$ cat config.mk
export PLATFORM = sky130hd
export DESIGN_NAME = desc_ring_cache
export DESIGN_NICKNAME = d
export VERILOG_FILES = /design/src/rtl/drc_pkg.sv /design/src/rtl/drc_fetch.sv /design/src/rtl/drc_wb.sv /design/src/rtl/desc_ring_cache.sv
export SDC_FILE = /design/constraint.sdc
export NUM_CORES = 1
export LEC_CHECK = 0
export BUFFER_PORTS_ARGS = -buffer_cell sky130_fd_sc_hd__clkbuf_2
export CORE_ASPECT_RATIO = 1.25
export CORE_MARGIN = 2
export CORE_UTILIZATION = 50
export DETAILED_ROUTE_END_ITERATION = 8
export PLACE_DENSITY_LB_ADDON = 0.15
export SLEW_MARGIN = 40
export SYNTH_ARGS = -nofsm -noshare
export SYNTH_HDL_FRONTEND = slang
export SYNTH_SLANG_ARGS = --single-unit
export TNS_END_PERCENT = 30
$ cat constraint.sdc
create_clock -name clk -period 5.28 [get_ports clk]
set_input_delay 0 -clock clk [delete_from_list [all_inputs] [get_ports clk]]
set_output_delay 0 -clock clk [all_outputs]
set_load 0.03 [all_outputs]
$ cat src/rtl/drc_pkg.sv
package drc_pkg;
    // bytes per descriptor expressed as a shift
    localparam int DESC_SHIFT = 4;
    localparam int DESC_BYTES = 1 << DESC_SHIFT;
endpackage

$ cat src/rtl/drc_fetch.sv
module drc_fetch
    import drc_pkg::*;
#(
    parameter int ADDR_W = 32,
    parameter int IDX_W  = 12,
    parameter int CNT_W  = 5
) (
    input  logic              clk,
    input  logic              rst_n,
    input  logic              clr,
    input  logic [ADDR_W-1:0] cfg_base,
    input  logic [IDX_W-1:0]  ring_len,
    input  logic [IDX_W-1:0]  tail,
    input  logic [CNT_W-1:0]  free_slots,
    input  logic              rd_done,
    output logic              rd_req,
    output logic [ADDR_W-1:0] rd_addr,
    output logic [CNT_W-1:0]  rd_cnt,
    output logic [IDX_W-1:0]  fetch_ptr,
    output logic              busy,
    output logic [CNT_W-1:0]  fill_cnt
);
    typedef struct packed {
        logic [IDX_W-1:0] fp;
        logic             busy;
        logic [CNT_W-1:0] cnt;
        logic             req;
    } fst_t;

    fst_t fs_d, fs_q;

    logic [IDX_W-1:0] span;
    logic [CNT_W-1:0] want;
    logic [IDX_W:0]   adv;

    always_comb begin
        fs_d     = fs_q;
        fs_d.req = 1'b0;
        span = (tail >= fs_q.fp) ? (tail - fs_q.fp) : (ring_len - fs_q.fp);
        if (ring_len == '0) begin
            span = '0;
        end
        want = ((IDX_W)'(free_slots) < span) ? free_slots : span[CNT_W-1:0];
        adv  = {1'b0, fs_q.fp} + (IDX_W+1)'(fs_q.cnt);
        if (fs_q.busy && rd_done) begin
            fs_d.busy = 1'b0;
            fs_d.fp   = (adv >= {1'b0, ring_len}) ? '0 : adv[IDX_W-1:0];
        end else if (!fs_q.busy && !clr && want != '0) begin
            fs_d.busy = 1'b1;
            fs_d.cnt  = want;
            fs_d.req  = 1'b1;
        end
        if (clr) begin
            fs_d.fp = '0;
        end
    end

    always_ff @(posedge clk or negedge rst_n) begin
        if (!rst_n) begin
            fs_q <= '0;
        end else begin
            fs_q <= fs_d;
        end
    end

    assign rd_req    = fs_q.req;
    assign rd_cnt    = fs_q.cnt;
    assign rd_addr   = cfg_base + (ADDR_W)'({fs_q.fp, {DESC_SHIFT{1'b0}}});
    assign fetch_ptr = fs_q.fp;
    assign busy      = fs_q.busy;
    assign fill_cnt  = (fs_q.busy && rd_done) ? fs_q.cnt : '0;
endmodule

$ cat src/rtl/drc_wb.sv
module drc_wb
    import drc_pkg::*;
#(
    parameter int ADDR_W = 32,
    parameter int IDX_W  = 12,
    parameter int CNT_W  = 5
) (
    input  logic              clk,
    input  logic              rst_n,
    input  logic              hold,
    input  logic [ADDR_W-1:0] cfg_base,
    input  logic [IDX_W-1:0]  ring_len,
    input  logic [CNT_W-1:0]  used_cnt,
    input  logic              ask,
    input  logic [CNT_W-1:0]  ask_mask,
    input  logic              wb_done,
    input  logic              head_wr,
    input  logic [IDX_W-1:0]  head_val,
    output logic              wb_req,
    output logic [ADDR_W-1:0] wb_addr,
    output logic [CNT_W-1:0]  wb_cnt,
    output logic [IDX_W-1:0]  head,
    output logic              inflight,
    output logic [CNT_W-1:0]  take_cnt
);
    typedef struct packed {
        logic [IDX_W-1:0] head;
        logic             out;
        logic [CNT_W-1:0] cnt;
        logic [CNT_W-1:0] mask;
        logic             more;
        logic             chain;
        logic             req;
    } wst_t;

    wst_t ws_d, ws_q;

    logic             start;
    logic [CNT_W-1:0] emask;
    logic [IDX_W:0]   reach;
    logic [IDX_W:0]   nh;
    logic [CNT_W-1:0] c;

    always_comb begin
        ws_d       = ws_q;
        ws_d.req   = 1'b0;
        ws_d.chain = 1'b0;
        take_cnt   = '0;
        start      = 1'b0;
        emask      = ws_q.mask;
        nh         = {1'b0, ws_q.head} + (IDX_W+1)'(ws_q.cnt);
        if (ws_q.out) begin
            if (wb_done) begin
                if (nh >= {1'b0, ring_len}) begin
                    nh = nh - {1'b0, ring_len};
                end
                ws_d.head  = nh[IDX_W-1:0];
                ws_d.out   = 1'b0;
                ws_d.chain = ws_q.more;
            end
            if (ask && ask_mask < ws_q.mask) begin
                ws_d.mask = ask_mask;
                ws_d.more = 1'b1;
                if (wb_done) begin
                    ws_d.chain = 1'b1;
                end
            end
        end else if (hold) begin
            ws_d.chain = ws_q.chain;
        end else if (ws_q.chain) begin
            start = 1'b1;
            emask = (ask && ask_mask < ws_q.mask) ? ask_mask : ws_q.mask;
        end else if (ask) begin
            start = 1'b1;
            emask = ask_mask;
        end

        reach = {1'b0, ws_q.head} + (IDX_W+1)'(used_cnt);
        c     = used_cnt;
        if (ring_len == '0) begin
            c = '0;
        end else if (reach >= {1'b0, ring_len}) begin
            c = (CNT_W)'(ring_len - ws_q.head);
        end else begin
            c = used_cnt & ~emask;
        end

        if (start) begin
            ws_d.mask = emask;
            ws_d.more = (ring_len != '0) && (reach >= {1'b0, ring_len});
            if (c != '0) begin
                ws_d.out = 1'b1;
                ws_d.cnt = c;
                ws_d.req = 1'b1;
                take_cnt = c;
            end
        end
        if (head_wr) begin
            ws_d.head = head_val;
        end
    end

    always_ff @(posedge clk or negedge rst_n) begin
        if (!rst_n) begin
            ws_q <= '0;
        end else begin
            ws_q <= ws_d;
        end
    end

    assign wb_req   = ws_q.req;
    assign wb_cnt   = ws_q.cnt;
    assign wb_addr  = cfg_base + (ADDR_W)'({ws_q.head, {DESC_SHIFT{1'b0}}});
    assign head     = ws_q.head;
    assign inflight = ws_q.out;
endmodule

$ cat src/rtl/desc_ring_cache.sv
module desc_ring_cache
    import drc_pkg::*;
#(
    parameter int ADDR_W = 32,
    parameter int IDX_W  = 12,
    parameter int CAP    = 16,
    localparam int CNT_W = $clog2(CAP + 1),
    localparam int LEN_W = IDX_W + DESC_SHIFT
) (
    input  logic              clk,
    input  logic              rst_n,
    input  logic [ADDR_W-1:0] cfg_base,
    input  logic [LEN_W-1:0]  cfg_len,
    input  logic [IDX_W-1:0]  sw_tail,
    input  logic              head_wr,
    input  logic [IDX_W-1:0]  head_val,
    input  logic              flush,
    output logic              rd_req,
    output logic [ADDR_W-1:0] rd_addr,
    output logic [CNT_W-1:0]  rd_cnt,
    input  logic              rd_done,
    input  logic              pop,
    output logic              pop_ok,
    output logic [IDX_W-1:0]  pop_idx,
    input  logic              wb_ask,
    input  logic [CNT_W-1:0]  wb_ask_mask,
    output logic              wb_req,
    output logic [ADDR_W-1:0] wb_addr,
    output logic [CNT_W-1:0]  wb_cnt,
    input  logic              wb_done,
    output logic [IDX_W-1:0]  head,
    output logic [CNT_W-1:0]  used_cnt,
    output logic [CNT_W-1:0]  unused_cnt,
    output logic [IDX_W:0]    desc_left,
    output logic              area_err
);
    typedef struct packed {
        logic [CNT_W-1:0]  unused;
        logic [CNT_W-1:0]  used;
        logic [IDX_W-1:0]  cons;
        logic [ADDR_W-1:0] prev_base;
        logic [LEN_W-1:0]  prev_len;
        logic              err;
    } tst_t;

    tst_t ts_d, ts_q;

    logic [IDX_W-1:0] ring_len;
    logic [CNT_W-1:0] free_slots;
    logic [CNT_W-1:0] fill_cnt;
    logic [CNT_W-1:0] take_cnt;
    logic [IDX_W-1:0] fetch_ptr;
    logic             fetch_busy;
    logic             wb_inflight;
    logic             area_chg;
    logic             clr;
    logic             pop_fire;
    logic [IDX_W-1:0] gap;

    assign ring_len   = cfg_len[LEN_W-1:DESC_SHIFT];
    assign free_slots = (CNT_W)'(CAP) - ts_q.used - ts_q.unused;
    assign area_chg   = (cfg_base != ts_q.prev_base) || (cfg_len != ts_q.prev_len) || head_wr;
    assign clr        = flush || area_chg;
    assign pop_fire   = pop && (ts_q.unused != '0) && !clr;

    drc_fetch #(.ADDR_W(ADDR_W), .IDX_W(IDX_W), .CNT_W(CNT_W)) u_fetch (
        .clk        (clk),
        .rst_n      (rst_n),
        .clr        (clr),
        .cfg_base   (cfg_base),
        .ring_len   (ring_len),
        .tail       (sw_tail),
        .free_slots (free_slots),
        .rd_done    (rd_done),
        .rd_req     (rd_req),
        .rd_addr    (rd_addr),
        .rd_cnt     (rd_cnt),
        .fetch_ptr  (fetch_ptr),
        .busy       (fetch_busy),
        .fill_cnt   (fill_cnt)
    );

    drc_wb #(.ADDR_W(ADDR_W), .IDX_W(IDX_W), .CNT_W(CNT_W)) u_wb (
        .clk       (clk),
        .rst_n     (rst_n),
        .hold      (clr),
        .cfg_base  (cfg_base),
        .ring_len  (ring_len),
        .used_cnt  (ts_q.used),
        .ask       (wb_ask),
        .ask_mask  (wb_ask_mask),
        .wb_done   (wb_done),
        .head_wr   (head_wr),
        .head_val  (head_val),
        .wb_req    (wb_req),
        .wb_addr   (wb_addr),
        .wb_cnt    (wb_cnt),
        .head      (head),
        .inflight  (wb_inflight),
        .take_cnt  (take_cnt)
    );

    always_comb begin
        ts_d           = ts_q;
        ts_d.prev_base = cfg_base;
        ts_d.prev_len  = cfg_len;
        ts_d.err       = area_chg && ((ts_q.used != '0) || fetch_busy || wb_inflight);
        ts_d.unused    = ts_q.unused + fill_cnt - (CNT_W)'(pop_fire);
        ts_d.used      = ts_q.used + (CNT_W)'(pop_fire) - take_cnt;
        if (pop_fire) begin
            ts_d.cons = ({1'b0, ts_q.cons} + 1'b1 >= {1'b0, ring_len}) ? '0 : ts_q.cons + 1'b1;
        end
        if (clr) begin
            ts_d.unused = '0;
            ts_d.used   = '0;
            ts_d.cons   = '0;
        end
    end

    always_ff @(posedge clk or negedge rst_n) begin
        if (!rst_n) begin
            ts_q <= '0;
        end else begin
            ts_q <= ts_d;
        end
    end

    assign gap        = (fetch_ptr >= sw_tail) ? (fetch_ptr - sw_tail) : (sw_tail - fetch_ptr);
    assign desc_left  = (IDX_W+1)'(ts_q.unused) + {1'b0, gap};
    assign pop_ok     = ts_q.unused != '0;
    assign pop_idx    = ts_q.cons;
    assign used_cnt   = ts_q.used;
    assign unused_cnt = ts_q.unused;
    assign area_err   = ts_q.err;
endmodule

==> results of run 1 <==
-- registers in the layout, indices dropped and copies added, names as in the netlist, 5 cells and up --
signal and cells:
u_fetch.rd_cnt 5, pop_idx 12, u_wb.wb_cnt 5, u_wb.head 12
u_wb.ws_q 7, u_fetch.fetch_ptr 12, ts_q 48, used_cnt 5
unused_cnt 5
-- power by group --
| part | internal [W] | total [W] | switching (W) | leakage (nW) |
|---|---|---|---|---|
| logic | 0.000341 | 0.000903 | 0.000562 | 5.53 |
| registers | 0.000916 | 0.000939 | 0.0000225 | 1.47 |
| clock network | 0.000758 | 0.00120 | 0.000445 | 0.297 |
-- cell families after synthesis --
| logic type | synth area share |
|---|---|
| compound gates | 0.188 |
| xor+xnor | 0.134 |
| fa+ha+maj | 0.189 |
| buf+inv | 0.0815 |
| flops | 0.237 |
| mux | 0.0266 |
| simple gates | 0.144 |
-- tightest hold or removal path: stages --
cell	delay [ns]
clkbuf_2	0.10
a21oi_2	0.16
nand2_1	0.09
o21ai_0	0.07
-- final cells by class --
| type | count | area, um^2 |
|---|---|---|
| clock buffer | 18 | 439 |
| clock inverter | 14 | 176 |
| fill | 2140 | 9510 |
| inverter | 123 | 462 |
| multi-input combinational | 1106 | 8430 |
| sequential | 116 | 2900 |
| tap | 330 | 413 |
| timing repair buffer | 303 | 1930 |
-- cells in the final DEF (no fill, tap or decap), types with 15 or more instances in the layout --
cell	count
a211oi_1	18
a21o_1	45
a21oi_1	101
a22o_1	15
buf_4	26
clkbuf_16	17
clkbuf_2	208
dfrtp_1	115
dlygate4sd3_1	68
ha_1	163
inv_1	123
mux2i_1	18
nand2_1	96
nand2b_1	17
nand3_1	33
nor2_1	93
nor2b_1	16
nor3_1	20
nor4_1	18
o21ai_0	60
o21bai_1	15
o31ai_1	17
xnor2_1	93
xor2_1	92
-- metrics by stage --
stage	worst slack (ns)	instances	power [W]
finish	0.264	2010	0.00304
global route	0.0284	2010	0.00318
CTS	0.0450	2007	0.00304
detailed placement	0.0879	1907	0.00180
global placement	0.169	1907	0.00178
floorplan	0.411	1433	0.00154
-- timing repair --
action,in CTS,in global routing
hold buffers,68,0
hold endpoints to repair,145,0
buffers inserted,0,3
gates resized for setup,0,11
setup endpoints to repair,0,1
-- metal layers --
metal	vias to the layer above	global-route usage
li1	5460	-
met1	5394	0.352
met2	386	0.511
met3	95	0.0409
met4	0	0.113
met5	-	0
-- worst min-delay path by stage --
stage,from,end,cells past startpoint
after floorplan,rst_n,area_err$_DFF_PN0_,0
after global placement,cfg_len[2],ts_q[3]$_DFF_PN0_,1
after detailed placement,rst_n,ts_q[43]$_DFF_PN0_,1
after CTS,pop,pop_idx[0]$_DFFE_PN0P_,4
after global routing,pop,pop_idx[0]$_DFFE_PN0P_,4
final,pop,pop_idx[0]$_DFFE_PN0P_,4
==> run summary, run 1 <==
Status: complete, no violations
Max layer used: met4
Synth cell count leaders: ha_1, inv_1, dfrtp_1
Clock latency on the worst-skew pair: 0.43 ns
Cell family with most CP delay: compound AO/OA/AOI/OAI gates
Root Buffer Master: clkbuf_16
Nets@finish: 1929
Core box area: 0.0243 mm^2
TritonCTS clock tree: built
Total leakage power: 7.29 nW
WS Path Type: flop to flop
Die Y: 179 um
GP Congestion: 0.927
Share of post-route cells with drive strength above 1: 0.185
Io pins: 210
Reg-to-Reg End: used_cnt[4]$_DFF_PN0_
Vias in the first global route: 10900
Num CTS Buffers: 17
Detailed-route wire length per cell: 18.5 um
Max stage delay on crit path: 0.44 ns
Via Count: 11300
Worst-path clk slew: 0.06 ns
DR vias/cell: 5.64
Initial antenna violation count: 0
Setup Total Neg Slack: 0 ns
Final hold vios: 0
Yosys top cell by area: dfrtp_1
Slew @ Worst Pin: 0.877 ns
Initial Utilization: 0.506
Met2 wire length: 18.6 mm
CP max stage cell: dfrtp_2
Detailed-placement wirelength estimate: 28.4 mm
F_max: 0.199 GHz
DRC violations left: 0
VDD IR-drop max: 0.240 mV
Clock Skew: 0.00899 ns
WP buf/inv: 1
Final Routed Wirelength: 37.3 mm
Mean post-synth cell area: 8.56 um^2
Setup crit end kind: flop
Critical-path cell list: ha_1 > a21o_1 > a21oi_1 > o21bai_1 > a21oi_1 > nor2_1 > xor2_1 > ha_1 > o21a_1 > o2111ai_1 > a31oi_1 > nand3b_1 > and2_4 > a32oi_4 > nor2_1 > ha_1 > inv_1 > ha_1 > fa_2 > a21o_1 > a21oi_1 > xnor2_1 > or3_1 > a21oi_1
Cells after synthesis: 1433
Main synth FF type: dfrtp_1
GR Overflow Total: 0
Tcrit/Tclk final: 0.950
Top-count cell post-synth: ha_1
Synth top area cells: dfrtp_1, ha_1, xnor2_1
Post-synth EDFFs: 0
Worst reg2reg setup slack: 0.26 ns
Sink Count: 116
Worst setup path startpoint: u_wb.head[1]$_DFFE_PN0P_
Antenna fix cells: 0
1st-iter DRT viols: 664
Worst Setup Start Kind: flop
Metal3 WL: 1.78 mm
Placement Cell Area: 0.0134 mm^2
H-tree depth: 4
Mapped Nets: 1695
Clock buffer depth: 2
Hold WS: 0.0426 ns
DIE AREA: 0.0258 mm^2
Crit path depth: 24
Seq cells post-synth: 116
Ys Warns: 0
Pwr Density: 206 mW/mm^2
Crit path to: used_cnt[4]$_DFF_PN0_
Setup violators final: 0
Reg-to-Reg Start: u_wb.head[1]$_DFFE_PN0P_
Sequential share of the synthesized area: 0.237
Chip Width: 144 um
Share of the synthesized area in the top cell type: 0.237
Synthesized cell area: 0.0123 mm^2
Synth-to-layout area growth: 20.2%
FP Rows: 64
WL met1: 15.6 mm
Remaining antenna violation count: 0
MaxCap Viol Count: 0
Netlist cell types: 78
PortBufs: 209
Slew Viols, Final: 0
Drt pass-1 iters: 6
Relative slew slack: 0.415
First-pass GRT wire length: 57.2 mm
Fin crit period: 5.02 ns
R2r worst-path depth: 24
GRT Util Overall: 0.289
Final Cell Area: 0.0147 mm^2
Post-synthesis async set-or-reset flop share: 1.00
Worst Hold Class: input pin to flop
Largest net degree at the start of global routing: 79
Crit-path max FO: 6
Data arrival, critical path: 5.37 ns
Required @ worst endpoint: 5.63 ns
Final core utilization: 0.608
RSZ-0062 raised after global routing: no
Note: power is estimated with default switching activity, not from simulation.
==> run 2: changes to the inputs <==
--- a/config.mk
+++ b/config.mk
@@ -10,6 +10,7 @@
 export CORE_MARGIN = 2
 export CORE_UTILIZATION = 50
 export DETAILED_ROUTE_END_ITERATION = 8
+export MAX_ROUTING_LAYER = met4
 export PLACE_DENSITY_LB_ADDON = 0.15
 export SLEW_MARGIN = 40
 export SYNTH_ARGS = -nofsm -noshare
==> run summary, run 2 (same netlist as run 1, synthesis figures left out) <==
TritonCTS clock tree: built (unchanged)
PortBufs: 209 (unchanged)
Setup violators final: 0 (unchanged)
CP max stage cell: dfrtp_2 (unchanged)
Pwr Density: 210 mW/mm^2 (was 206 mW/mm^2)
Most frequent CP cell: ha_1
Remaining antenna violation count: 0 (unchanged)
VDD IR-drop max: 0.249 mV (was 0.240 mV)
Tcrit/Tclk final: 0.945 (was 0.950)
Clock buffer depth: 2 (unchanged)
Via Count: 11200 (was 11300)
Io pins: 210 (unchanged)
Die Y: 179 um (unchanged)
1st-iter DRT viols: 739 (was 664)
Commonest non-fill, non-tap cell in the layout: clkbuf_2 (unchanged)
Initial antenna violation count: 0 (unchanged)
Slew Viols, Final: 0 (unchanged)
Max stage delay on crit path: 0.45 ns (was 0.44 ns)
Largest register FFs: 48 (unchanged)
Fin crit period: 4.99 ns (was 5.02 ns)
Clock Skew: 0.0109 ns (was 0.00899 ns)
Final Routed Wirelength: 36.9 mm (was 37.3 mm)
Chip Width: 144 um (unchanged)
Worst-path clk slew: 0.06 ns (about the same)
Total leakage power: 7.32 nW (was 7.29 nW)
GR Overflow Total: 0 (unchanged)
Final hold vios: 0 (unchanged)
First-pass GRT wire length: 57.7 mm (was 57.2 mm)
Hold WS: 0.0236 ns (was 0.0426 ns)
Relative slew slack: 0.391 (was 0.415)
Most frequent cells in the layout: clkbuf_2, ha_1, inv_1, dfrtp_1, a21oi_1 (unchanged)
Detailed-route wire length per cell: 18.3 um (was 18.5 um)
Nets@finish: 1932 (was 1929)
Critical-path cell list: ha_1 > a21o_1 > a21oi_1 > o21bai_1 > a21oi_1 > nor2_1 > xor2_1 > ha_1 > o21a_1 > o2111ai_2 > a31oi_1 > nand3b_1 > and2_4 > a32oi_2 > nor2_1 > ha_1 > inv_1 > ha_1 > fa_2 > a21o_1 > a21oi_2 > xnor2_1 > or3_1 > a21oi_1 (was ha_1 > a21o_1 > a21oi_1 > o21bai_1 > a21oi_1 > nor2_1 > xor2_1 > ha_1 > o21a_1 > o2111ai_1 > a31oi_1 > nand3b_1 > and2_4 > a32oi_4 > nor2_1 > ha_1 > inv_1 > ha_1 > fa_2 > a21o_1 > a21oi_1 > xnor2_1 > or3_1 > a21oi_1)
Num CTS Buffers: 17 (unchanged)
Data arrival, critical path: 5.35 ns (was 5.37 ns)
Status: complete, no violations (unchanged)
Crit-path max FO: 6 (unchanged)
Detailed-placement wirelength estimate: 28.7 mm (was 28.4 mm)
Setup Total Neg Slack: 0 ns (unchanged)
Root Buffer Master: clkbuf_16 (unchanged)
DR vias/cell: 5.57 (was 5.64)
Largest net degree at the start of global routing: 77 (was 79)
WS Path Type: flop to flop (unchanged)
FP Rows: 64 (unchanged)
Worst Setup Start Kind: flop (unchanged)
Slew @ Worst Pin: 0.913 ns (was 0.877 ns)
MaxCap Viol Count: 0 (unchanged)
Sink Count: 116 (unchanged)
Clock latency on the worst-skew pair: 0.43 ns (about the same)
Vias in the first global route: 11100 (was 10900)
Setup crit end kind: flop (unchanged)
Required @ worst endpoint: 5.64 ns (was 5.63 ns)
Share of post-route cells with drive strength above 1: 0.188 (was 0.185)
Worst Hold Class: input pin to flop (unchanged)
Largest reg by FF count: ts_q (unchanged)
Antenna fix cells: 0 (unchanged)
Worst reg2reg setup slack: 0.29 ns (was 0.26 ns)
GRT Util Overall: 0.299 (was 0.289)
GP Congestion: 0.919 (was 0.927)
F_max: 0.200 GHz (was 0.199 GHz)
DRC violations left: 0 (unchanged)
H-tree depth: 4 (unchanged)
Initial Utilization: 0.506 (unchanged)
DIE AREA: 0.0258 mm^2 (unchanged)
Drt pass-1 iters: 5 (was 6)
Synth-to-layout area growth: 20.6% (was 20.2%)
Core box area: 0.0243 mm^2 (unchanged)
==> run 2: cell count changes in the layout (fill, tap and decap cells not counted), sizes merged <==
cell and change:
buf +3, bufinv +1, inv -1
==> run 2: final timing paths <==
check	from	end	cells past startpoint
worst max-delay path	u_wb.head[1]$_DFFE_PN0P_	used_cnt[4]$_DFF_PN0_	24
worst max register to register	u_wb.head[1]$_DFFE_PN0P_	used_cnt[4]$_DFF_PN0_	24
worst min register to register	u_wb.ws_q[3]$_DFFE_PN0P_	u_wb.ws_q[3]$_DFFE_PN0P_	1
worst min-delay path	pop	pop_idx[0]$_DFFE_PN0P_	4
min in group asynchronous	rst_n	ts_q[43]$_DFF_PN0_	2
max in group asynchronous	rst_n	unused_cnt[0]$_DFF_PN0_	3
==> run 2: stage by stage <==
stage	instance area [um^2]	power, W	instances	setup WS (ns)	util
5_1_grt	14800	0.00324	2013	-0.0397	0.610
2_1_floorplan	12300	0.00154	1433	0.411	-
3_3_place_gp	13400	0.00179	1908	0.170	0.551
6_report	14800	0.00310	2013	0.292	0.610
4_1_cts	14700	0.00310	2008	0.0813	0.607
3_5_place_dp	13400	0.00180	1908	0.0139	0.552
==> run 2: timing repair <==
| item | 4_1_cts | 5_1_grt |
|---|---|---|
| endpoints found under the setup margin | 1 | 4 |
| resized for setup | 1 | 12 |
| endpoints found under the hold margin | 142 | 0 |
| hold buffers | 68 | 0 |
| setup buffers | 0 | 5 |
| pin swaps | 0 | 3 |
| cloned | 0 | 0 |
==> run 2: critical path: cells and delay by family (launching register included) <==
family                     cells  cell delay [ns]
and+or+nand+nor                5             0.97
adders and majority gates      5             1.43
DFF                            1             0.45
AOI/OAI and AO/OA             11             1.80
buffers and inverters          1             0.04
xor gates and xnor gates       2             0.24
==> run 2: routing by layer <==
layer / wire length, um / vias to the layer above / global-route usage
li1: - / 5478 / -
met4: 1140 / 0 / 0.102
met2: 18700 / 366 / 0.527
met5: 0 / - / -
met1: 15000 / 5294 / 0.346
met3: 2110 / 79 / 0.0451
==> run 2: cell type report <==
class	count	area (um^2)
Sequential cell	116	2900
Tap cell	330	413
Multi-Input combinational cell	1106	8430
Inverter	123	462
Clock buffer	18	439
Timing Repair Buffer	306	1950
Fill cell	2175	9460
Clock inverter	14	204
==> run 2: power by group <==
group | internal, W | leakage [nW] | switching [W] | total (W)
Sequential | 0.000916 | 1.47 | 0.0000221 | 0.000939
Combinational | 0.000343 | 5.55 | 0.000561 | 0.000904
Clock | 0.000807 | 0.308 | 0.000454 | 0.00126
